$ cat src/rtl/bcc_pkg.sv
package bcc_pkg;

  typedef enum logic [1:0] {
    MIR_VERT   = 2'd0,
    MIR_HORZ   = 2'd1,
    MIR_ONE_LO = 2'd2,
    MIR_ONE_HI = 2'd3
  } mirror_e;

  localparam logic [3:0] CMD_CHR_MAX  = 4'd7;
  localparam logic [3:0] CMD_WRAM     = 4'd8;
  localparam logic [3:0] CMD_PRG_LO   = 4'd9;
  localparam logic [3:0] CMD_PRG_HI   = 4'd11;
  localparam logic [3:0] CMD_MIRROR   = 4'd12;
  localparam logic [3:0] CMD_IRQ_LO   = 4'd13;

  localparam logic [2:0] SEG_CMD   = 3'b100;
  localparam logic [2:0] SEG_PARAM = 3'b101;
  localparam logic [2:0] SEG_WRAM  = 3'b011;

  function automatic logic [1:0] irq_field(input logic [3:0] cmd);
    return cmd[1:0] - 2'd1;
  endfunction

endpackage

$ cat src/rtl/bcc_cmd_decode.sv
module bcc_cmd_decode
  import bcc_pkg::*;
(
  input  logic       clk,
  input  logic       rst_n,
  input  logic [2:0] seg,
  input  logic [7:0] cpu_data,
  input  logic       cpu_wr,
  output logic [3:0] cmd,
  output logic       param_wr,
  output logic       irq_wr,
  output logic [1:0] irq_sel,
  output logic [7:0] irq_data
);

  logic cmd_wr;

  assign cmd_wr   = cpu_wr && (seg == SEG_CMD);
  assign param_wr = cpu_wr && (seg == SEG_PARAM);

  always_ff @(posedge clk) begin
    if (!rst_n)      cmd <= 4'd0;
    else if (cmd_wr) cmd <= cpu_data[3:0];
  end

  assign irq_wr   = param_wr && (cmd >= CMD_IRQ_LO);
  assign irq_sel  = irq_field(cmd);
  assign irq_data = cpu_data;

  AST_CMD_LOAD: assert property (@(posedge clk) disable iff (!rst_n)
    cmd_wr |=> (cmd == $past(cpu_data[3:0])));

  AST_CMD_HOLD: assert property (@(posedge clk) disable iff (!rst_n)
    !cmd_wr |=> $stable(cmd));

endmodule

$ cat src/rtl/bcc_bank_regs.sv
module bcc_bank_regs
  import bcc_pkg::*;
#(
  parameter int CHR_BANK_W = 8,
  parameter int PRG_BANK_W = 6,
  parameter int CHR_WINS   = 8,
  parameter int ROM_WINS   = 3
) (
  input  logic                                  clk,
  input  logic                                  rst_n,
  input  logic                                  param_wr,
  input  logic [3:0]                            cmd,
  input  logic [7:0]                            data,
  output logic [CHR_WINS-1:0][CHR_BANK_W-1:0]   chr_bank,
  output logic [ROM_WINS-1:0][PRG_BANK_W-1:0]   rom_bank,
  output logic [PRG_BANK_W-1:0]                 wram_bank,
  output logic                                  ram_en,
  output logic [1:0]                            mirror
);

  logic wr_wram, wr_mirror;
  assign wr_wram   = param_wr && (cmd == CMD_WRAM);
  assign wr_mirror = param_wr && (cmd == CMD_MIRROR);

  for (genvar i = 0; i < CHR_WINS; i++) begin : g_chr
    always_ff @(posedge clk) begin
      if (!rst_n)                                chr_bank[i] <= '0;
      else if (param_wr && (cmd == 4'(i)))       chr_bank[i] <= data[CHR_BANK_W-1:0];
    end
  end

  for (genvar j = 0; j < ROM_WINS; j++) begin : g_rom
    always_ff @(posedge clk) begin
      if (!rst_n)                                      rom_bank[j] <= '0;
      else if (param_wr && (cmd == CMD_PRG_LO + 4'(j))) rom_bank[j] <= data[PRG_BANK_W-1:0];
    end
  end

  always_ff @(posedge clk) begin
    if (!rst_n) begin
      wram_bank <= '0;
      ram_en    <= 1'b0;
      mirror    <= MIR_VERT;
    end else begin
      if (wr_wram) begin
        wram_bank <= data[PRG_BANK_W-1:0];
        ram_en    <= data[7];
      end
      if (wr_mirror) mirror <= data[1:0];
    end
  end

  AST_MIRROR_HOLD: assert property (@(posedge clk) disable iff (!rst_n)
    !wr_mirror |=> $stable(mirror));

  AST_RAM_EN_SRC: assert property (@(posedge clk) disable iff (!rst_n)
    $rose(ram_en) |-> $past(wr_wram && data[7]));

  AST_ROM_HOLD_IRQ: assert property (@(posedge clk) disable iff (!rst_n)
    (param_wr && cmd > CMD_MIRROR) |=> $stable(rom_bank) && $stable(chr_bank));

endmodule

$ cat src/rtl/bcc_xlate.sv
module bcc_xlate
  import bcc_pkg::*;
#(
  parameter int CHR_BANK_W    = 8,
  parameter int PRG_BANK_W    = 6,
  parameter int PRG_ROM_BANKS = 64,
  parameter int CHR_WINS      = 8,
  parameter int ROM_WINS      = 3
) (
  input  logic                                  clk,
  input  logic                                  rst_n,
  input  logic [15:0]                           cpu_addr,
  input  logic                                  cpu_wr,
  input  logic [12:0]                           ppu_addr,
  input  logic [CHR_WINS-1:0][CHR_BANK_W-1:0]   chr_bank,
  input  logic [ROM_WINS-1:0][PRG_BANK_W-1:0]   rom_bank,
  input  logic [PRG_BANK_W-1:0]                 wram_bank,
  input  logic                                  ram_en,
  output logic [CHR_BANK_W+9:0]                 chr_addr,
  output logic [PRG_BANK_W+12:0]                prg_addr,
  output logic                                  prg_hit,
  output logic                                  prg_is_ram,
  output logic                                  ram_we
);

  localparam int PRG_AW = PRG_BANK_W + 13;
  localparam logic [PRG_BANK_W-1:0] LAST_BANK = PRG_BANK_W'(PRG_ROM_BANKS - 1);

  function automatic logic [PRG_AW-1:0] join_prg(input logic [PRG_BANK_W-1:0] b,
                                                 input logic [12:0] off);
    return {b, off};
  endfunction

  function automatic logic [CHR_BANK_W+9:0] join_chr(input logic [CHR_BANK_W-1:0] b,
                                                     input logic [9:0] off);
    return {b, off};
  endfunction

  logic [3:0][PRG_BANK_W-1:0] slot_bank;
  for (genvar s = 0; s < 4; s++) begin : g_slot
    if (s < ROM_WINS) begin : g_sw
      assign slot_bank[s] = rom_bank[s];
    end else begin : g_fixed
      assign slot_bank[s] = LAST_BANK;
    end
  end

  logic                  in_wram;
  logic [PRG_BANK_W-1:0] sel_bank;

  assign in_wram = (cpu_addr[15:13] == SEG_WRAM);

  always_comb begin
    prg_hit    = 1'b0;
    prg_is_ram = 1'b0;
    sel_bank   = '0;
    if (cpu_addr[15]) begin
      prg_hit  = 1'b1;
      sel_bank = slot_bank[cpu_addr[14:13]];
    end else if (in_wram) begin
      prg_hit    = 1'b1;
      prg_is_ram = ram_en;
      sel_bank   = wram_bank;
    end
  end

  assign prg_addr = prg_hit ? join_prg(sel_bank, cpu_addr[12:0]) : '0;
  assign ram_we   = cpu_wr && in_wram && ram_en;
  assign chr_addr = join_chr(chr_bank[ppu_addr[12:10]], ppu_addr[9:0]);

  AST_RAM_WE_GATED: assert property (@(posedge clk) disable iff (!rst_n)
    ram_we |-> (ram_en && prg_is_ram && prg_hit));

  AST_FIXED_LAST: assert property (@(posedge clk) disable iff (!rst_n)
    (cpu_addr[15:13] == 3'b111) |-> (prg_addr[PRG_AW-1:13] == LAST_BANK));

  AST_NO_HIT_ZERO: assert property (@(posedge clk) disable iff (!rst_n)
    !prg_hit |-> (prg_addr == '0 && !ram_we));

endmodule

$ cat src/rtl/bank_cmd_ctrl.sv
module bank_cmd_ctrl
  import bcc_pkg::*;
#(
  parameter int CHR_BANK_W    = 8,
  parameter int PRG_BANK_W    = 6,
  parameter int PRG_ROM_BANKS = 64
) (
  input  logic                    clk,
  input  logic                    rst_n,
  input  logic [15:0]             cpu_addr,
  input  logic [7:0]              cpu_data,
  input  logic                    cpu_wr,
  input  logic [12:0]             ppu_addr,
  output logic [CHR_BANK_W+9:0]   chr_addr,
  output logic [PRG_BANK_W+12:0]  prg_addr,
  output logic                    prg_hit,
  output logic                    prg_is_ram,
  output logic                    ram_we,
  output logic                    ram_en,
  output logic [1:0]              mirror,
  output logic                    irq_wr,
  output logic [1:0]              irq_sel,
  output logic [7:0]              irq_data
);

  localparam int CHR_WINS = 8;
  localparam int ROM_WINS = 3;

  logic [3:0]                          cmd;
  logic                                param_wr;
  logic [CHR_WINS-1:0][CHR_BANK_W-1:0] chr_bank;
  logic [ROM_WINS-1:0][PRG_BANK_W-1:0] rom_bank;
  logic [PRG_BANK_W-1:0]               wram_bank;

  bcc_cmd_decode u_dec (
    .clk      (clk),
    .rst_n    (rst_n),
    .seg      (cpu_addr[15:13]),
    .cpu_data (cpu_data),
    .cpu_wr   (cpu_wr),
    .cmd      (cmd),
    .param_wr (param_wr),
    .irq_wr   (irq_wr),
    .irq_sel  (irq_sel),
    .irq_data (irq_data)
  );

  bcc_bank_regs #(
    .CHR_BANK_W (CHR_BANK_W),
    .PRG_BANK_W (PRG_BANK_W),
    .CHR_WINS   (CHR_WINS),
    .ROM_WINS   (ROM_WINS)
  ) u_regs (
    .clk       (clk),
    .rst_n     (rst_n),
    .param_wr  (param_wr),
    .cmd       (cmd),
    .data      (cpu_data),
    .chr_bank  (chr_bank),
    .rom_bank  (rom_bank),
    .wram_bank (wram_bank),
    .ram_en    (ram_en),
    .mirror    (mirror)
  );

  bcc_xlate #(
    .CHR_BANK_W    (CHR_BANK_W),
    .PRG_BANK_W    (PRG_BANK_W),
    .PRG_ROM_BANKS (PRG_ROM_BANKS),
    .CHR_WINS      (CHR_WINS),
    .ROM_WINS      (ROM_WINS)
  ) u_xl (
    .clk        (clk),
    .rst_n      (rst_n),
    .cpu_addr   (cpu_addr),
    .cpu_wr     (cpu_wr),
    .ppu_addr   (ppu_addr),
    .chr_bank   (chr_bank),
    .rom_bank   (rom_bank),
    .wram_bank  (wram_bank),
    .ram_en     (ram_en),
    .chr_addr   (chr_addr),
    .prg_addr   (prg_addr),
    .prg_hit    (prg_hit),
    .prg_is_ram (prg_is_ram),
    .ram_we     (ram_we)
  );

  AST_IRQ_NO_MIRROR: assert property (@(posedge clk) disable iff (!rst_n)
    irq_wr |=> $stable(mirror) && $stable(ram_en));

endmodule

$ cat config.mk
export PLATFORM = sky130hd
export DESIGN_NAME = bank_cmd_ctrl
export DESIGN_NICKNAME = d
export VERILOG_FILES = /design/src/rtl/bcc_pkg.sv /design/src/rtl/bcc_cmd_decode.sv /design/src/rtl/bcc_bank_regs.sv /design/src/rtl/bcc_xlate.sv /design/src/rtl/bank_cmd_ctrl.sv
export SDC_FILE = /design/constraint.sdc
export NUM_CORES = 1
export LEC_CHECK = 0
export BUFFER_PORTS_ARGS = -buffer_cell sky130_fd_sc_hd__buf_2
export CAP_MARGIN = 40
export CELL_PAD_IN_SITES_DETAIL_PLACEMENT = 1
export CELL_PAD_IN_SITES_GLOBAL_PLACEMENT = 2
export CORE_MARGIN = 3
export CORE_UTILIZATION = 31
export CTS_CLUSTER_SIZE = 14
export DETAILED_ROUTE_END_ITERATION = 12
export MAX_ROUTING_LAYER = met4
export PLACE_DENSITY = 0.77
export SETUP_SLACK_MARGIN = 0.1
export SLEW_MARGIN = 20
export SYNTH_ARGS = -nofsm -noshare
export SYNTH_HDL_FRONTEND = slang
export SYNTH_HIERARCHICAL = 1
export SYNTH_SLANG_ARGS = --single-unit
$ cat constraint.sdc
create_clock -name clk -period 1.2 [get_ports clk]
set_input_delay 0.12 -clock clk [delete_from_list [all_inputs] [get_ports clk]]
set_output_delay 0.12 -clock clk [all_outputs]
set_load 0.03 [all_outputs]
==> metrics <==
outcome=finished, violations left; violated checks=setup timing; most common cell in the netlist=sky130_fd_sc_hd__nand2_1; clock-pin slew reported for the worst setup and hold paths after clock tree synthesis=70 ps; largest buffer count on any clock path=2; cells along the critical path=mux4_2 -> mux2_4 -> buf_6; Layout Utilization=0.4665; worst supply voltage drop on vdd=0.6907 mV; crit path max fanout=2; count of unresolved DRC violations after routing=0; combined area of the multi-input logic cells=0.002649 mm^2; post-synthesis xor/xnor area fraction=0; top post-synthesis cells by area=sky130_fd_sc_hd__dfxtp_1, sky130_fd_sc_hd__mux2i_1, sky130_fd_sc_hd__nand2_1, sky130_fd_sc_hd__mux4_1, sky130_fd_sc_hd__buf_4; GRT Resource Usage Total=0.1729; class of the tightest hold or removal check=primary input to flip-flop; final global-route overflow total=0; die footprint=0.01638 mm^2; type of element capturing the critical path=output port; final instance area=0.006626 mm^2; routability congestion estimate from global placement=between 0.7 and 0.8; arithmetic-cell share of the synthesized area counting full adders, half adders and majority gates=0.005424; worst setup path start=u_regs/chr_bank[58]; post-synthesis cell type with the largest combined area=sky130_fd_sc_hd__dfxtp_1; EDFF count, synth=0; Yosys cell types=34; count of yosys warnings during synthesis=6; # Max-Cap Violations=0; # setup viols final=109; share of synthesized area spent on multiplexers=0.3290; Total Wirelength=13770 um; number of antenna cells inserted=0; post-synthesis average cell area=between 10 and 15 um^2; area fraction of the dominant cell type after synthesis=0.4123; number of rows in the core area=between 40 and 50; count of buffers from port buffering=73; maximum clock rate=590.6 MHz; fin crit period=1693 ps; Final HPWL DP=8698 um; Top FF cell, synth=sky130_fd_sc_hd__dfxtp_1; Routed Antenna Nets=0; worst slew pin tran=458.6 ps; number of global-route vias before repair=about 4000; Worst Path Class, Setup=flip-flop to output port; proportion of layout cells with a drive suffix above 1=0.4813; post-DR wirelength/cell=18.54 um; startpoint kind of the worst setup timing path=flip-flop; total power per unit cell area=1018 mW/mm^2; number of clock buffers inserted by TritonCTS=9; Fillers=around 1500; combinational family with the most area after synthesis=multiplexers; I/O pin cnt=94; RSZ-0062 raised after global routing=yes; flop and latch count out of synthesis=95; Area growth syn-to-layout=43.64%; critical-path cell with the highest stage delay=sky130_fd_sc_hd__mux4_2; compound-gate portion of the synthesized area=0.02143; Post-Place Cell Area=roughly 0.0055 mm^2; post-synthesis sequential area ratio=0.4123; Hold Fails Final Rpt=0; Req. time, crit path=1080 ps; post-route clock period utilization=1.411; Simple-Gate Fraction of Synth Area=0.1606; number of iterations in the first detailed-routing pass=4; largest net degree at the start of global routing=45; Die H=128.0 um; CTS tree=done; r2r worst-path depth=5; share of synthesized registers carrying an async set or reset=0; register area=0.001941 mm^2; number of nets produced by synthesis=491; Arr. time, crit path=1570 ps; Final Net Count=600; crit-path max cell delay=480 ps; via count=3644; cell leakage power=0.002897 uW; Starting Density=0.3248; least setup slack across all paths after layout=-493.1 ps; Syn Inst Count=449; mapped cell area=~0.0046 mm^2; clock latency reported for the late side of the worst-skew pair=350 ps; tightest slew margin relative to the limit=0.6935; pre-CTS setup slack=-438.0 ps; buffer cell driving the clock tree root=sky130_fd_sc_hd__clkbuf_16; hold depth=3; total number of H-tree levels=3; Clock Sink Count=95; number of pins with negative max-slew slack in the final report=0; Worst Hold Launch=cpu_data[0]; area inside the core boundary=roughly 0.014 mm^2; die outline width=128.0 um; launch point of the worst reg-to-reg path=u_dec/cmd[1]; leading cell types by count after synthesis=sky130_fd_sc_hd__nand2_1, sky130_fd_sc_hd__mux2i_1, sky130_fd_sc_hd__dfxtp_1, sky130_fd_sc_hd__buf_4, sky130_fd_sc_hd__mux4_1; number of antenna violations at the first check in global routing=0; routed vias/inst=approximately 5; setup clock skew after layout=approximately 6.5 ps; CTS Hold Buffers Added=0; wire length of the first global-routing pass=approximately 21000 um; number of violations reported at the end of detailed-routing iteration 0=207
## sequential cells by signal, indices dropped and copies added, names as in the netlist
register / flops
u_regs/mirror: 2
u_regs/rom_bank: 18
u_dec/cmd: 4
u_regs/wram_bank: 6
u_regs/ram_en: 1
u_regs/chr_bank: 64
## cell type report
cell class | count | share of cell area
tap | 180 | 0.03399
multi-input combinational | 298 | 0.3997
clock inverter | 6 | 0.006609
inverter | 5 | 0.003588
sequential | 95 | 0.2929
clock buffer | 10 | 0.03455
timing repair buffer | 149 | 0.2287
## report_power, final
| part | internal (uW) | switching, uW | total (uW) |
|---|---|---|---|
| registers | 3160 | 9.28 | 3160 |
| clock network | 1420 | 1280 | 2690 |
| logic | 412 | 473 | 885 |
## critical path: cells and delay by family, from the launching register on
kind                   cells  cell delay (ps)
buffers and inverters      1              140
DFF                        1              320
muxes                      2              760
## cell families after synthesis
logic type / count (synthesis)
mux: 125
buf+inv: 56
fa+ha+maj: 2
flops: 95
simple gates: 157
compound gates: 14
## per-layer routing
layer  global-route usage  wire length, um  vias to the layer above
li1                     -                -                     1731
met1               0.2009             5889                     1828
met2               0.3075             7307                       65
met3              0.02208              400                       20
met4              0.05868              176                        0
met5                    -                0                        -
## per-stage QoR
stage               hold slack (ps)  power (uW)  instances  TNS, ps
floorplan                     254.6        3747        449    -5061
global placement              240.2        3904        691   -25510
detailed placement            240.2        3918        691   -27820
CTS                           28.21        6752        731   -11880
global route                  59.11        6971        743   -18740
finish                        37.56        6743        743   -13800
## worst paths after layout
check / end / slack [ps]
worst min register to register: u_regs/chr_bank[46] / 460
worst max-delay path: chr_addr[12] / -490
worst max register to register: u_regs/wram_bank[5] / -190
worst min-delay path: u_dec/cmd[0] / 40
## timing repair
item	4_1_cts	5_1_grt
gates resized for setup	124	63
setup endpoints to repair	124	126
gates cloned	4	0
setup buffers	21	15
pin swaps	18	18
## placed cells by master, fill, tap and decap left out, types with 2 or more instances in the layout
master	n
sky130_fd_sc_hd__buf_8	5
sky130_fd_sc_hd__buf_2	39
sky130_fd_sc_hd__mux2_4	8
sky130_fd_sc_hd__nor2b_4	9
sky130_fd_sc_hd__nor2_4	7
sky130_fd_sc_hd__nand2_8	2
sky130_fd_sc_hd__dfxtp_4	3
sky130_fd_sc_hd__bufbuf_16	2
sky130_fd_sc_hd__mux2i_2	4
sky130_fd_sc_hd__buf_6	47
sky130_fd_sc_hd__nand2b_4	2
sky130_fd_sc_hd__inv_4	2
sky130_fd_sc_hd__nor2b_2	5
sky130_fd_sc_hd__buf_12	17
sky130_fd_sc_hd__dfxtp_2	22
sky130_fd_sc_hd__clkinv_2	2
sky130_fd_sc_hd__inv_2	2
sky130_fd_sc_hd__o2bb2ai_2	5
sky130_fd_sc_hd__nand3b_4	2
sky130_fd_sc_hd__dfxtp_1	70
sky130_fd_sc_hd__o21ai_2	6
sky130_fd_sc_hd__buf_4	38
sky130_fd_sc_hd__mux2i_1	97
sky130_fd_sc_hd__clkbuf_16	10
sky130_fd_sc_hd__mux4_2	16
sky130_fd_sc_hd__or3_4	2
sky130_fd_sc_hd__nand2_1	118
sky130_fd_sc_hd__inv_6	2
sky130_fd_sc_hd__nand3b_1	2
Note: power is estimated with default switching activity, not from simulation.
